## config.mk

```make
export PLATFORM = sky130hd
export DESIGN_NAME = coh_home_dir
export DESIGN_NICKNAME = d
export VERILOG_FILES = /design/src/rtl/coh_pkg.sv /design/src/rtl/coh_dir_store.sv /design/src/rtl/coh_home_dir.sv
export SDC_FILE = /design/constraint.sdc
export NUM_CORES = 1
export LEC_CHECK = 0
export BUFFER_PORTS_ARGS = -buffer_cell sky130_fd_sc_hd__buf_2
export CAP_MARGIN = 20
export CORE_MARGIN = 2
export CORE_UTILIZATION = 30
export DETAILED_ROUTE_END_ITERATION = 7
export PLACE_DENSITY = 0.45
export SYNTH_ARGS = -nofsm -noshare
export SYNTH_HDL_FRONTEND = slang
export SYNTH_SLANG_ARGS = --single-unit
export TNS_END_PERCENT = 10
```

## constraint.sdc

```tcl
create_clock -name clk -period 4.4 [get_ports clk]
set_clock_uncertainty 0.2 [all_clocks]
set_input_delay 0.22 -clock clk [delete_from_list [all_inputs] [get_ports clk]]
set_output_delay 0.22 -clock clk [all_outputs]
set_load 0.02 [all_outputs]
```

## src/rtl/coh_pkg.sv

```systemverilog
package coh_pkg;
    typedef enum logic [1:0] {DS_U = 2'd0, DS_S = 2'd1, DS_E = 2'd2} dstate_t;
    typedef enum logic [1:0] {RQ_RD = 2'd0, RQ_WR = 2'd1, RQ_WB = 2'd2, RQ_NONE = 2'd3} rkind_t;
    typedef enum logic [1:0] {MK_NONE = 2'd0, MK_INV = 2'd1, MK_SHR = 2'd2, MK_TAKE = 2'd3} mkind_t;
    typedef enum logic [1:0] {ST_IDLE, ST_EXEC, ST_WINV, ST_WOWN} fsm_t;
endpackage

```

## src/rtl/coh_dir_store.sv

```systemverilog
module coh_dir_store
    import coh_pkg::*;
#(
    parameter int NBLK  = 8,
    parameter int NPROC = 3,
    parameter int DW    = 16,
    localparam int AW   = $clog2(NBLK)
) (
    input  logic             clk,
    input  logic             rst_n,
    input  logic [AW-1:0]    a_blk,
    output dstate_t          a_state,
    output logic [NPROC-1:0] a_vec,
    output logic [DW-1:0]    a_data,
    input  logic [AW-1:0]    b_blk,
    output dstate_t          b_state,
    output logic [NPROC-1:0] b_vec,
    output logic [DW-1:0]    b_data,
    input  logic             dir_we,
    input  dstate_t          dir_state_w,
    input  logic [NPROC-1:0] dir_vec_w,
    input  logic             mem_we,
    input  logic [DW-1:0]    mem_w
);
    dstate_t          st_q  [NBLK];
    logic [NPROC-1:0] vec_q [NBLK];
    logic [DW-1:0]    mem_q [NBLK];

    always_ff @(posedge clk) begin
        if (!rst_n) begin
            for (int i = 0; i < NBLK; i++) begin
                st_q[i]  <= DS_U;
                vec_q[i] <= '0;
                mem_q[i] <= '0;
            end
        end else begin
            if (dir_we) begin
                st_q[a_blk]  <= dir_state_w;
                vec_q[a_blk] <= dir_vec_w;
            end
            if (mem_we) mem_q[a_blk] <= mem_w;
        end
    end

    assign a_state = st_q[a_blk];
    assign a_vec   = vec_q[a_blk];
    assign a_data  = mem_q[a_blk];
    assign b_state = st_q[b_blk];
    assign b_vec   = vec_q[b_blk];
    assign b_data  = mem_q[b_blk];
endmodule

```

## src/rtl/coh_home_dir.sv

```systemverilog
module coh_home_dir
    import coh_pkg::*;
#(
    parameter int NBLK  = 8,
    parameter int NPROC = 3,
    parameter int DW    = 16,
    localparam int AW   = $clog2(NBLK),
    localparam int SW   = $clog2(NPROC)
) (
    input  logic             clk,
    input  logic             rst_n,
    input  logic             req_valid,
    output logic             req_ready,
    input  logic [1:0]       req_kind,
    input  logic [SW-1:0]    req_src,
    input  logic [AW-1:0]    req_blk,
    input  logic [DW-1:0]    req_wdata,
    output logic             msg_valid,
    output logic [1:0]       msg_kind,
    output logic [NPROC-1:0] msg_vec,
    output logic [AW-1:0]    msg_blk,
    input  logic             ack_valid,
    input  logic [SW-1:0]    ack_src,
    input  logic [DW-1:0]    ack_data,
    output logic             rsp_valid,
    output logic [SW-1:0]    rsp_dst,
    output logic [DW-1:0]    rsp_data,
    input  logic [AW-1:0]    peek_blk,
    output logic [1:0]       peek_state,
    output logic [NPROC-1:0] peek_vec,
    output logic [DW-1:0]    peek_data
);
    typedef struct packed {
        fsm_t             st;
        rkind_t           kind;
        logic [SW-1:0]    src;
        logic [AW-1:0]    blk;
        logic [DW-1:0]    wdata;
        logic [NPROC-1:0] pend;
        logic             rsp_v;
        logic [SW-1:0]    rsp_dst;
        logic [DW-1:0]    rsp_data;
        logic             msg_v;
        mkind_t           msg_kind;
        logic [NPROC-1:0] msg_vec;
    } ctl_t;

    ctl_t ctl_q, ctl_d;

    dstate_t          a_state, b_state, dir_state_w;
    logic [NPROC-1:0] a_vec, dir_vec_w, src_bit, others, pend_left;
    logic [DW-1:0]    a_data, mem_w;
    logic             dir_we, mem_we;

    coh_dir_store #(.NBLK(NBLK), .NPROC(NPROC), .DW(DW)) u_store (
        .clk(clk), .rst_n(rst_n),
        .a_blk(ctl_q.blk), .a_state(a_state), .a_vec(a_vec), .a_data(a_data),
        .b_blk(peek_blk), .b_state(b_state), .b_vec(peek_vec), .b_data(peek_data),
        .dir_we(dir_we), .dir_state_w(dir_state_w), .dir_vec_w(dir_vec_w),
        .mem_we(mem_we), .mem_w(mem_w)
    );

    assign src_bit = NPROC'(1) << ctl_q.src;
    assign others  = a_vec & ~src_bit;

    always_comb begin
        ctl_d          = ctl_q;
        ctl_d.rsp_v    = 1'b0;
        ctl_d.msg_v    = 1'b0;
        dir_we         = 1'b0;
        dir_state_w    = DS_U;
        dir_vec_w      = '0;
        mem_we         = 1'b0;
        mem_w          = '0;
        pend_left      = ctl_q.pend;
        case (ctl_q.st)
            ST_IDLE: if (req_valid) begin
                ctl_d.st    = ST_EXEC;
                ctl_d.kind  = rkind_t'(req_kind);
                ctl_d.src   = req_src;
                ctl_d.blk   = req_blk;
                ctl_d.wdata = req_wdata;
            end
            ST_EXEC: begin
                ctl_d.st       = ST_IDLE;
                ctl_d.rsp_dst  = ctl_q.src;
                ctl_d.rsp_data = a_data;
                case (ctl_q.kind)
                    RQ_RD: begin
                        if (a_state == DS_E && others != '0) begin
                            ctl_d.st       = ST_WOWN;
                            ctl_d.pend     = a_vec;
                            ctl_d.msg_v    = 1'b1;
                            ctl_d.msg_kind = MK_SHR;
                            ctl_d.msg_vec  = a_vec;
                        end else begin
                            ctl_d.rsp_v = 1'b1;
                            if (a_state != DS_E) begin
                                dir_we      = 1'b1;
                                dir_state_w = DS_S;
                                dir_vec_w   = a_vec | src_bit;
                            end
                        end
                    end
                    RQ_WR: begin
                        if (others != '0) begin
                            ctl_d.st       = (a_state == DS_E) ? ST_WOWN : ST_WINV;
                            ctl_d.pend     = others;
                            ctl_d.msg_v    = 1'b1;
                            ctl_d.msg_kind = (a_state == DS_E) ? MK_TAKE : MK_INV;
                            ctl_d.msg_vec  = others;
                        end else begin
                            ctl_d.rsp_v = 1'b1;
                            dir_we      = 1'b1;
                            dir_state_w = DS_E;
                            dir_vec_w   = src_bit;
                        end
                    end
                    RQ_WB: begin
                        if (a_state == DS_E && a_vec == src_bit) begin
                            dir_we = 1'b1;
                            mem_we = 1'b1;
                            mem_w  = ctl_q.wdata;
                        end
                    end
                    default: ;
                endcase
            end
            ST_WINV: begin
                if (ack_valid && ctl_q.pend[ack_src]) begin
                    pend_left  = ctl_q.pend & ~(NPROC'(1) << ack_src);
                    ctl_d.pend = pend_left;
                    if (pend_left == '0) begin
                        ctl_d.st       = ST_IDLE;
                        ctl_d.rsp_v    = 1'b1;
                        ctl_d.rsp_dst  = ctl_q.src;
                        ctl_d.rsp_data = a_data;
                        dir_we         = 1'b1;
                        dir_state_w    = DS_E;
                        dir_vec_w      = src_bit;
                    end
                end
            end
            ST_WOWN: begin
                if (ack_valid && ctl_q.pend[ack_src]) begin
                    ctl_d.st       = ST_IDLE;
                    ctl_d.pend     = '0;
                    ctl_d.rsp_v    = 1'b1;
                    ctl_d.rsp_dst  = ctl_q.src;
                    ctl_d.rsp_data = ack_data;
                    mem_we         = 1'b1;
                    mem_w          = ack_data;
                    dir_we         = 1'b1;
                    dir_state_w    = (ctl_q.kind == RQ_RD) ? DS_S : DS_E;
                    dir_vec_w      = (ctl_q.kind == RQ_RD) ? (ctl_q.pend | src_bit) : src_bit;
                end
            end
            default: ctl_d.st = ST_IDLE;
        endcase
    end

    always_ff @(posedge clk) begin
        if (!rst_n) begin
            ctl_q          <= '0;
            ctl_q.st       <= ST_IDLE;
            ctl_q.kind     <= RQ_NONE;
            ctl_q.msg_kind <= MK_NONE;
        end else begin
            ctl_q <= ctl_d;
        end
    end

    assign req_ready  = (ctl_q.st == ST_IDLE);
    assign msg_valid  = ctl_q.msg_v;
    assign msg_kind   = ctl_q.msg_kind;
    assign msg_vec    = ctl_q.msg_vec;
    assign msg_blk    = ctl_q.blk;
    assign rsp_valid  = ctl_q.rsp_v;
    assign rsp_dst    = ctl_q.rsp_dst;
    assign rsp_data   = ctl_q.rsp_data;
    assign peek_state = b_state;

    assert_busy_after_accept_R9: assert property (@(posedge clk) disable iff (!rst_n)
        (req_valid && req_ready) |=> !req_ready);
    assert_no_rsp_with_msg_R9: assert property (@(posedge clk) disable iff (!rst_n)
        !(rsp_valid && msg_valid));
    assert_recall_single_owner_R3: assert property (@(posedge clk) disable iff (!rst_n)
        (msg_valid && msg_kind != MK_INV) |-> ($countones(msg_vec) == 1));
    assert_inval_spares_writer_R4: assert property (@(posedge clk) disable iff (!rst_n)
        (msg_valid && msg_kind == MK_INV) |-> ((msg_vec & src_bit) == '0 && msg_vec != '0));
    assert_entry_shape_R10: assert property (@(posedge clk) disable iff (!rst_n)
        (ctl_q.st == ST_EXEC) |->
            ((a_state == DS_E && $countones(a_vec) == 1) ||
             (a_state == DS_U && a_vec == '0) ||
             (a_state == DS_S && a_vec != '0)));
    assert_flush_clears_R8: assert property (@(posedge clk) disable iff (!rst_n)
        (ctl_q.st == ST_EXEC && ctl_q.kind == RQ_WB && a_state == DS_E && a_vec == src_bit)
            |=> (ctl_q.st == ST_IDLE && !rsp_valid));
endmodule

```

==> results by group, run 1 <==
Clock network
  – Worst skew pair latency: 0.53 ns
  – Clock H-tree levels: 1
  – CTS tree: done
  – CTS Sinks: 224
  – Root Driver: clkbuf_16
  – Post-CTS repair timing setup buffer count: 0
  – Clock Tree Buf Depth: 3
  – Worst-path clk slew: 0.06 ns
  – CTS Buf Count: 25

Setup path
  – Kind of start point of the critical path: register
  – Worst Path Required: 4.35 ns
  – Kind of critical path: register to register
  – Cell repeated most along the worst path: or3_1
  – Critical Path Fanout Max: 8
  – CP Cell Sequence: mux4_2, mux2_2, ha_1, or3_1, or3_1, o21ai_1, nor2_1, o311ai_1
  – Worst path buffer plus inverter count: 0
  – CP max stage cell: o311ai_1
  – Crit path capture type: register
  – Arr. time, crit path: 4.10 ns
  – Critical Path Max Stage Delay: 0.88 ns
  – Delay-heaviest family, CP: compound AO/OA/AOI/OAI gates

STA
  – Slew Limit Fails: 0
  – Setup TNS: 0 ns
  – Final Hold Violating Endpoints: 0
  – Unrepaired setup endpoints after global routing: no
  – Rel. slew slack: 28.9%
  – Worst Tran Pin Value: 1.07 ns
  – Final setup fails: 0
  – F_max: 0.241 GHz
  – Fin crit period: 4.15 ns
  – Fin crit share: 94.3%

Logic synthesis
  – Share of async-settable or async-resettable flops after synthesis: 0%
  – Mux contribution to synthesized area: 20.1%
  – Mapped Cells: 901
  – Post-synth top flop: edfxtp_1
  – Register bit total from synthesis: 224
  – Compound-Gate Fraction of Synth Area: 8.90%
  – Average cell area after synthesis: 12.8 um2
  – Simple-gate share of the synthesized area: 12.3%
  – Synth Area in Adders: 0.653%
  – Largest family of logic cells by synthesized area: multiplexers
  – Ys Warns: 0
  – Netlist area before placement: 11,500 um2
  – Cell variety after synth: 55
  – Post-synth EDFFs: 168
  – Seq/Total Area, Yosys: 53.6%
  – Net Count, Synth: 955
  – Post-Synth XOR/XNOR Area: 0%

Layout
  – Final core utilization: 36.5%
  – Nets: 1,065
  – Fin cells: 1,541
  – Ratio of cells with drive above 1 in the final layout: 30.6%
  – P&R area growth vs syn: 19.5%
  – Post-route cell area: 13,700 um2
  – Ant. Diodes: 0

Power and ir drop
  – Worst vdd ir: 0.215 mV
  – Sequential power share: 47.3%
  – Internal Power: 0.00382 W
  – Fraction of power spent switching nets: 24.6%
  – Clock share of power: 41.5%
  – Sw power: 0.00125 W
  – PwrDens: 369 nW/um2
  – Logic pwr share: 11.2%
  – Total chip power: 0.00507 W
  – Pleak: 4.65 nW

Route
  – WL met2: 17,500 um
  – Routed vias: 7,923
  – DRT Wirelength: 35,800 um
  – Drt via density: 5.14
  – Wire length on met3: 1770 um
  – Post-DRT Antenna Nets: 0
  – Drt pass-1 iters: 5
  – DR iter-0 viols: 569
  – Routed wire per std cell: 23.2 um
  – M1 WL: 15,300 um
  – Top Metal Used: met4
  – DRC Markers: 0

GRT
  – All-layer global routing usage: 18.2%
  – Largest net degree at the start of global routing: 53
  – Vias in the first global route: 8,317
  – Total congestion overflow: 0
  – First-pass GRT wire length: 52,900 um
  – Antenna violations before repair: 0

Status
  – Status: finished, final reports clean

Run
  – Max Cap Viol: 0

Place
  – Placement Cell Area: 12,500 um2
  – Placed cell count: 1,452
  – Port Buf Inserts: 97
  – Gpl congestion: 0.792
  – Dpl hpwl: 23,900 um

Floorplanning
  – Die X: 200 um
  – Initial Utilization: 30.5%
  – Core Box Area: 37,700 um2
  – Row cnt: 71
  – DIE AREA: 39,900 um2
  – Die H: 200 um
  – IO Pins: 98

Min path
  – Min-delay worst type: primary input to register
==> stage by stage <==
stage	hold slack, ns	setup WS (ns)
2_1_floorplan	0.139	-0.174
3_3_place_gp	0.244	0.357
3_5_place_dp	0.243	0.308
4_1_cts	0.0345	0.252
5_1_grt	0.0844	0.00119
6_report	0.0533	0.252
==> cell families (layout without fill, tap and decap cells) <==
group,count (synthesis),in the layout
AND/OR/NAND/NOR,314,314
flip-flops,224,224
AO/OA/AOI/OAI,133,133
multiplexers,125,125
buffers and inverters,99,228
adder cells (fa/ha/maj),6,6
==> cells in the mapped netlist, drive strengths merged (4+ instances only) <==
cell,count,area (um2)
nand2b,16,100
mux2,24,270
or3,4,25.0
clkbuf,48,180
nor2,158,593
nand3,6,30.0
ha,6,75.1
o21ai,37,185
buf,45,304
dfxtp,56,1120
o211ai,4,30.0
nand2,70,263
edfxtp,168,5040
o311ai,8,70.1
a22oi,17,173
mux4,82,1850
a32oi,18,158
a21boi,24,180
inv,6,22.5
mux2i,19,190
and2,6,37.5
nor3,30,190
a21oi,7,35.0
==> worst reg2reg max path, cell delays in order (launching register included) <==
cell and delay, ns:
dfxtp_2 0.47, mux4_2 0.52, mux2_2 0.31, ha_1 0.21, or3_1 0.41, or3_1 0.33
o21ai_1 0.17, nor2_1 0.26, o311ai_1 0.88
==> final cells by class <==
type                    count  area, um2
fillers                  3757      23900
flip-flops and latches    224       6170
multi-input cells         578       4860
repair buffers            176       1240
clock buffers              34        701
well taps                 511        639
clock inverters            12        116
inverters                   6       22.5
==> flip-flops by register name, summed over array words and instances, names as in the netlist, named ones only <==
signal and flops:
ctl_q 25, msg_blk 3, msg_kind 2, msg_valid 1
msg_vec 3, rsp_data 16, rsp_dst 2, rsp_valid 1
u_store.mem_q 128, u_store.st_q 16, u_store.vec_q 24
==> power by group through the flow <==
stage | combinational, W | sequential (W) | clock, W
floorplan | 0.000372 | 0.00241 | 0
CTS | 0.000579 | 0.00240 | 0.00215
global route | 0.000614 | 0.00241 | 0.00223
finish | 0.000566 | 0.00240 | 0.00211
global placement | 0.000547 | 0.00244 | 0
detailed placement | 0.000548 | 0.00244 | 0
==> cell usage in the layout (no fill, tap or decap), types with 26 or more instances in the layout <==
cell / n
nand2_1: 70
o21ai_0: 26
buf_4: 32
dlygate4sd3_1: 43
edfxtp_1: 168
nor2_1: 157
buf_2: 97
clkbuf_16: 26
dfxtp_1: 54
mux4_2: 82
==> worst paths after layout <==
check | startpoint | endpoint | slack (ns) | cells after the start
worst max register to register | register | u_store.st_q[1][1]$_SDFFCE_PN0P_ | 0.25 | 8
worst min-delay path | ack_src[1] | ctl_q[27]$_SDFFE_PN0P_ | 0.05 | 5
worst max-delay path | register | u_store.st_q[1][1]$_SDFFCE_PN0P_ | 0.25 | 8
worst min register to register | ctl_q[29]$_SDFFE_PN0P_ | ctl_q[29]$_SDFFE_PN0P_ | 0.26 | 2
==> what timing repair did <==
item / CTS / global route
gates resized for setup: 0 / 0
endpoints found under the setup margin: 0 / 0
endpoints found under the hold margin: 109 / 0
hold buffers: 43 / 0
==> metal layers <==
| layer | track usage, % | up-vias |
|---|---|---|
| met4 | 6.45 | 0 |
| met2 | 31.0 | 229 |
| li1 | - | 3625 |
| met5 | 0 | - |
| met3 | 2.49 | 64 |
| met1 | 23.7 | 4005 |
(Power assumes the default switching activity.)
==> run 2: changes to the inputs <==
--- a/config.mk
+++ b/config.mk
@@ -10,7 +10,7 @@
 export CORE_MARGIN = 2
 export CORE_UTILIZATION = 30
 export DETAILED_ROUTE_END_ITERATION = 7
-export PLACE_DENSITY = 0.45
+export SETUP_SLACK_MARGIN = 0.15
 export SYNTH_ARGS = -nofsm -noshare
 export SYNTH_HDL_FRONTEND = slang
 export SYNTH_SLANG_ARGS = --single-unit
==> run 2 against run 1 <==
- count of clock-buffer cells in the layout shrank 3
- die area is the same
- clock power shrank 9%
- setup slack gained 0.086 ns
- sequential power is essentially flat
- combinational power shrank 1%
- final cell count shrank 0.39%
- sequential share of layout area grew 0.56 points
- core utilization shrank 0.45 points
- design area shrank 1.2%
- register-to-register slack gained 0.09 ns
- critical endpoint is now u_store.st_q[3][0]$_SDFFCE_PN0P_
==> results by group, run 2 (same netlist as run 1, synthesis figures left out) <==
Setup path
  – Crit path capture type: register
  – Arr. time, crit path: 4.01 ns
  – Kind of start point of the critical path: register
  – Worst Path Required: 4.35 ns
  – Critical Path Fanout Max: 9
  – Kind of critical path: register to register

Min path
  – Min-delay worst type: primary input to register
  – HP Start: ack_src[0]

Run
  – Max Cap Viol: 0

Clock network
  – Post-CTS repair timing setup buffer count: 0
  – Worst skew pair latency: 0.52 ns
  – Clock Tree Buf Depth: 3
  – Worst-path clk slew: 0.06 ns
  – Clock H-tree levels: 1
  – CTS tree: done
  – CTS Buf Count: 25
  – CTS Sinks: 224
  – Root Driver: clkbuf_16

Power and ir drop
  – Worst vdd ir: 0.183 mV
  – Internal Power: 0.00368 W
  – Clock share of power: 39.4%
  – Sw power: 0.00120 W
  – Fraction of power spent switching nets: 24.7%
  – Sequential power share: 49.2%
  – Logic pwr share: 11.5%
  – Pleak: 4.58 nW
  – PwrDens: 360 nW/um2

Route
  – Post-DRT Antenna Nets: 0
  – Drt via density: 5.22
  – DRC Markers: 0
  – Routed wire per std cell: 21.9 um
  – Routed vias: 8,007
  – DRT Wirelength: 33,600 um
  – Drt pass-1 iters: 5
  – DR iter-0 viols: 676

STA
  – Unrepaired setup endpoints after global routing: yes
  – Final Hold Violating Endpoints: 0
  – Final setup fails: 0
  – Fin crit share: 92.3%
  – Post-layout worst setup margin: 0.338 ns
  – Rel. slew slack: 22.6%
  – F_max: 0.246 GHz
  – Slew Limit Fails: 0
  – Fin crit period: 4.06 ns
  – Worst Tran Pin Value: 1.16 ns
  – Setup TNS: 0 ns

Layout
  – P&R area growth vs syn: 18.0%
  – Regs by FF count: u_store.mem_q (128), ctl_q (25), u_store.vec_q (24)
  – Most flop-heavy register: u_store.mem_q
  – Nets: 1,061
  – Most frequent cells in the layout: edfxtp_1 (168), nor2_1 (158), buf_2 (97)
  – Ratio of cells with drive above 1 in the final layout: 29.4%
  – Largest register FFs: 128
  – Commonest non-fill, non-tap cell in the layout: edfxtp_1
  – Number of filler cells placed in the layout: 3,693

GRT
  – First-pass GRT wire length: 50,000 um
  – Largest net degree at the start of global routing: 48
  – Antenna violations before repair: 2
  – Vias in the first global route: 7,965
  – All-layer global routing usage: 16.9%
  – Total congestion overflow: 0

Place
  – Gpl congestion: 0.854
  – Dpl hpwl: 22,500 um
  – Placement Setup Slack: 0.320 ns
  – Port Buf Inserts: 97

Floorplanning
  – Initial Utilization: 30.5%
  – Row cnt: 71
  – IO Pins: 98
  – Die H: 200 um
  – DIE AREA: 39,900 um2
  – Die X: 200 um
  – Core Box Area: 37,700 um2

Status
  – Status: finished, final reports clean
## run 2: timing repair
| action | 4_1_cts | 5_1_grt |
|---|---|---|
| hold endpoints to repair | 66 | 0 |
| hold buffers | 42 | 0 |
| endpoints found under the setup margin | 0 | 5 |
| gates resized for setup | 0 | 1 |
## run 2: worst max-delay path, stage by stage (launching register included)
cell,delay (ns)
dfxtp_1,0.60
mux4_2,0.37
mux2_2,0.32
ha_1,0.22
or3_1,0.41
or3_1,0.34
o21ai_1,0.19
nor2_1,0.27
o311ai_1,0.77
## run 2: through the flow
step	total power [W]	util, %	hold WS [ns]	area [um2]	instances
finish	0.00488	36.0	0.0271	13600	1535
global route	0.00504	36.0	0.0298	13600	1535
CTS	0.00492	36.0	0.00823	13500	1532
detailed placement	0.00298	32.9	0.245	12400	1448
global placement	0.00298	32.9	0.241	12400	1448
floorplan	0.00278	-	0.139	11500	901
## run 2: worst paths after layout
kind	to	depth (start not counted)	slack (ns)
hold reg to reg	msg_kind[1]$_SDFFE_PN0P_	2	0.27
hold / removal	ctl_q[26]$_SDFFE_PN0P_	4	0.03
setup reg to reg	u_store.st_q[3][0]$_SDFFCE_PN0P_	8	0.34
setup / recovery	u_store.st_q[3][0]$_SDFFCE_PN0P_	8	0.34
## run 2: area by class of cell
class	count	area, um2	area share (%)
tap	511	639	4.71
clock inverter	11	78.8	0.581
timing repair buffer	172	1170	8.65
inverter	6	22.5	0.166
clock buffer	31	648	4.78
multi-input combinational	578	4830	35.6
sequential	224	6170	45.5
antenna	2	5.00	0.0369
## run 2: power by group through the flow
stage / sequential, W / clock [W] / combinational [W]
finish: 0.00240 / 0.00192 / 0.000560
CTS: 0.00240 / 0.00195 / 0.000567
global route: 0.00241 / 0.00203 / 0.000601
detailed placement: 0.00244 / 0 / 0.000538
floorplan: 0.00241 / 0 / 0.000372
global placement: 0.00244 / 0 / 0.000536
## run 2: layer usage
metal / share of wire [%] / vias to the layer above / routed length (um) / GRT usage, %
li1: - / 3616 / - / -
met1: 40 / 4028 / 13400 / 21.8
met2: 51 / 315 / 17100 / 29.8
met3: 6.8 / 48 / 2280 / 2.25
met4: 2.4 / 0 / 815 / 4.94
met5: 0 / - / 0 / 0
==> run 3: changes to the inputs <==
==> constraint.sdc (replaced) <==
create_clock -name clk -period 4 [get_ports clk]
set_clock_uncertainty 0.2 [all_clocks]
set_input_delay 0.2 -clock clk [delete_from_list [all_inputs] [get_ports clk]]
set_output_delay 0.2 -clock clk [all_outputs]
set_load 0.02 [all_outputs]
==> run 3 against run 2 <==
- routed wire length down 1.5%
- design area is 1.6% higher
- flip-flop and latch count unchanged
- hold slack better by 0.16 ns
- combinational power rose by 10%
- setup slack better by 0.042 ns
- sequential share of layout area fell by 0.71 points
- via count increased by 0.54%
==> results by group, run 3 (same netlist as run 1, synthesis figures left out) <==
STA
  – Fin crit period: 3.62 ns
  – Rel. slew slack: 27.7%
  – Unrepaired setup endpoints after global routing: no
  – Setup TNS: 0 ns
  – Fin crit share: 90.5%
  – F_max: 0.276 GHz
  – Worst Tran Pin Value: 1.08 ns
  – Final setup fails: 0
  – Slew Limit Fails: 0
  – Final Hold Violating Endpoints: 0

Layout
  – Nets: 1,067
  – P&R area growth vs syn: 19.9%
  – Most frequent cells in the layout: edfxtp_1 (168), nor2_1 (156), buf_2 (97)
  – Most flop-heavy register: u_store.mem_q
  – Regs by FF count: u_store.mem_q (128), ctl_q (25), u_store.vec_q (24)
  – Ratio of cells with drive above 1 in the final layout: 31.3%
  – Commonest non-fill, non-tap cell in the layout: edfxtp_1
  – Largest register FFs: 128
  – Ant. Diodes: 0

Route
  – Post-DRT Antenna Nets: 0
  – Routed wire per std cell: 21.4 um
  – DR iter-0 viols: 665
  – DRT Wirelength: 33,100 um
  – Drt pass-1 iters: 4
  – DRC Markers: 0
  – Routed vias: 8,050
  – Drt via density: 5.21

Place
  – Port Buf Inserts: 97
  – Gpl congestion: 0.834
  – Dpl hpwl: 21,500 um

Clock network
  – Clock H-tree levels: 1
  – CTS Buf Count: 27
  – Clock Tree Buf Depth: 3
  – Worst-path clk slew: 0.06 ns
  – CTS tree: done
  – Root Driver: clkbuf_16
  – CTS Sinks: 224
  – Worst skew pair latency: 0.55 ns

Floorplanning
  – IO Pins: 98
  – Die H: 200 um
  – Row cnt: 71
  – Core Box Area: 37,700 um2
  – DIE AREA: 39,900 um2
  – Initial Utilization: 30.5%
  – Die X: 200 um

Setup path
  – Reg-to-reg slack, setup: 0.38 ns
  – Critical Path Fanout Max: 8
  – Worst Path Required: 4.18 ns
  – Kind of start point of the critical path: register
  – Kind of critical path: register to register
  – Reg2reg end: u_store.vec_q[7][2]$_SDFFCE_PN0P_
  – Worst R2R Path Depth: 9
  – Crit path capture type: register
  – Arr. time, crit path: 3.80 ns

GRT
  – Largest net degree at the start of global routing: 45
  – Vias in the first global route: 8,101
  – All-layer global routing usage: 16.7%
  – Total congestion overflow: 0
  – Antenna violations before repair: 0
  – First-pass GRT wire length: 49,500 um

Power and ir drop
  – Internal Power: 0.00426 W
  – Sw power: 0.00139 W
  – Worst vdd ir: 0.301 mV
  – Sequential power share: 46.7%
  – Clock share of power: 42.3%
  – Logic pwr share: 10.9%
  – Fraction of power spent switching nets: 24.7%
  – Pleak: 4.68 nW
  – PwrDens: 410 nW/um2
  – Total chip power: 0.00565 W

Min path
  – Hold EP: ctl_q[50]$_SDFFE_PN1P_
  – HP Start: req_kind[1]
  – Min-delay worst type: primary input to register
  – Hold depth: 4

Run
  – Max Cap Viol: 0

Status
  – Status: finished, final reports clean
==> run 3: power by group through the flow <==
stage	logic, W	registers [W]	clock network, W
5_1_grt	0.000666	0.00265	0.00250
6_report	0.000618	0.00264	0.00239
2_1_floorplan	0.000412	0.00265	0
3_3_place_gp	0.000582	0.00268	0
4_1_cts	0.000622	0.00264	0.00241
3_5_place_dp	0.000588	0.00269	0
==> run 3: worst max path at each step <==
stage / end / depth (start not counted) / slack (ns) / from
5_1_grt: u_store.vec_q[1][2]$_SDFFCE_PN0P_ / 9 / 0.22 / register
4_1_cts: u_store.vec_q[1][0]$_SDFFCE_PN0P_ / 9 / 0.27 / register
2_1_floorplan: u_store.mem_q[3][0]$_SDFFCE_PN0P_ / 13 / 0.06 / register
3_3_place_gp: u_store.st_q[0][0]$_SDFFCE_PN0P_ / 9 / 0.35 / register
3_5_place_dp: u_store.vec_q[1][2]$_SDFFCE_PN0P_ / 9 / 0.29 / register
6_report: u_store.vec_q[7][2]$_SDFFCE_PN0P_ / 9 / 0.38 / register
==> run 3: routing by layer <==
| layer | up-vias | part of all wire [%] | track usage, % |
|---|---|---|---|
| li1 | 3632 | - | - |
| met1 | 4040 | 43 | 23.0 |
| met2 | 331 | 47 | 26.8 |
| met3 | 47 | 8.2 | 2.96 |
| met4 | 0 | 2.5 | 4.97 |
| met5 | - | 0 | 0 |
==> run 3: final cells by class <==
type | count | area (um2)
clock buffers | 39 | 807
clock inverters | 11 | 71.3
fillers | 3672 | 23900
inverters | 6 | 22.5
multi-input cells | 578 | 4870
flip-flops and latches | 224 | 6170
well taps | 511 | 639
repair buffers | 176 | 1210
==> run 3: worst max-delay path: stages (launching register included) <==
cell and delay, ns:
dfxtp_2 0.46, mux4_2 0.52, mux2_2 0.32, ha_1 0.23, or3_1 0.42, or3_1 0.35, nor3_1 0.25, nor2_1 0.16
o221a_4 0.37, nor3_1 0.18
==> run 3: metrics by stage <==
step / hold slack (ns) / utilization (%) / setup slack [ns] / cell area (um2) / std cells
final: 0.189 / 36.6 / 0.380 / 13800 / 1545
after global routing: 0.204 / 36.6 / 0.221 / 13800 / 1545
after CTS: 0.178 / 36.5 / 0.275 / 13800 / 1543
after detailed placement: 0.216 / 33.0 / 0.289 / 12400 / 1450
after global placement: 0.219 / 33.0 / 0.350 / 12400 / 1450
after floorplan: 0.119 / - / 0.0564 / 11500 / 901
==> run 3: repair_timing <==
item                       in CTS  in global routing
setup endpoints to repair       0                 40
hold endpoints to repair      116                  0
setup buffers                   0                  0
resized for setup               0                  2
hold buffers                   43                  0
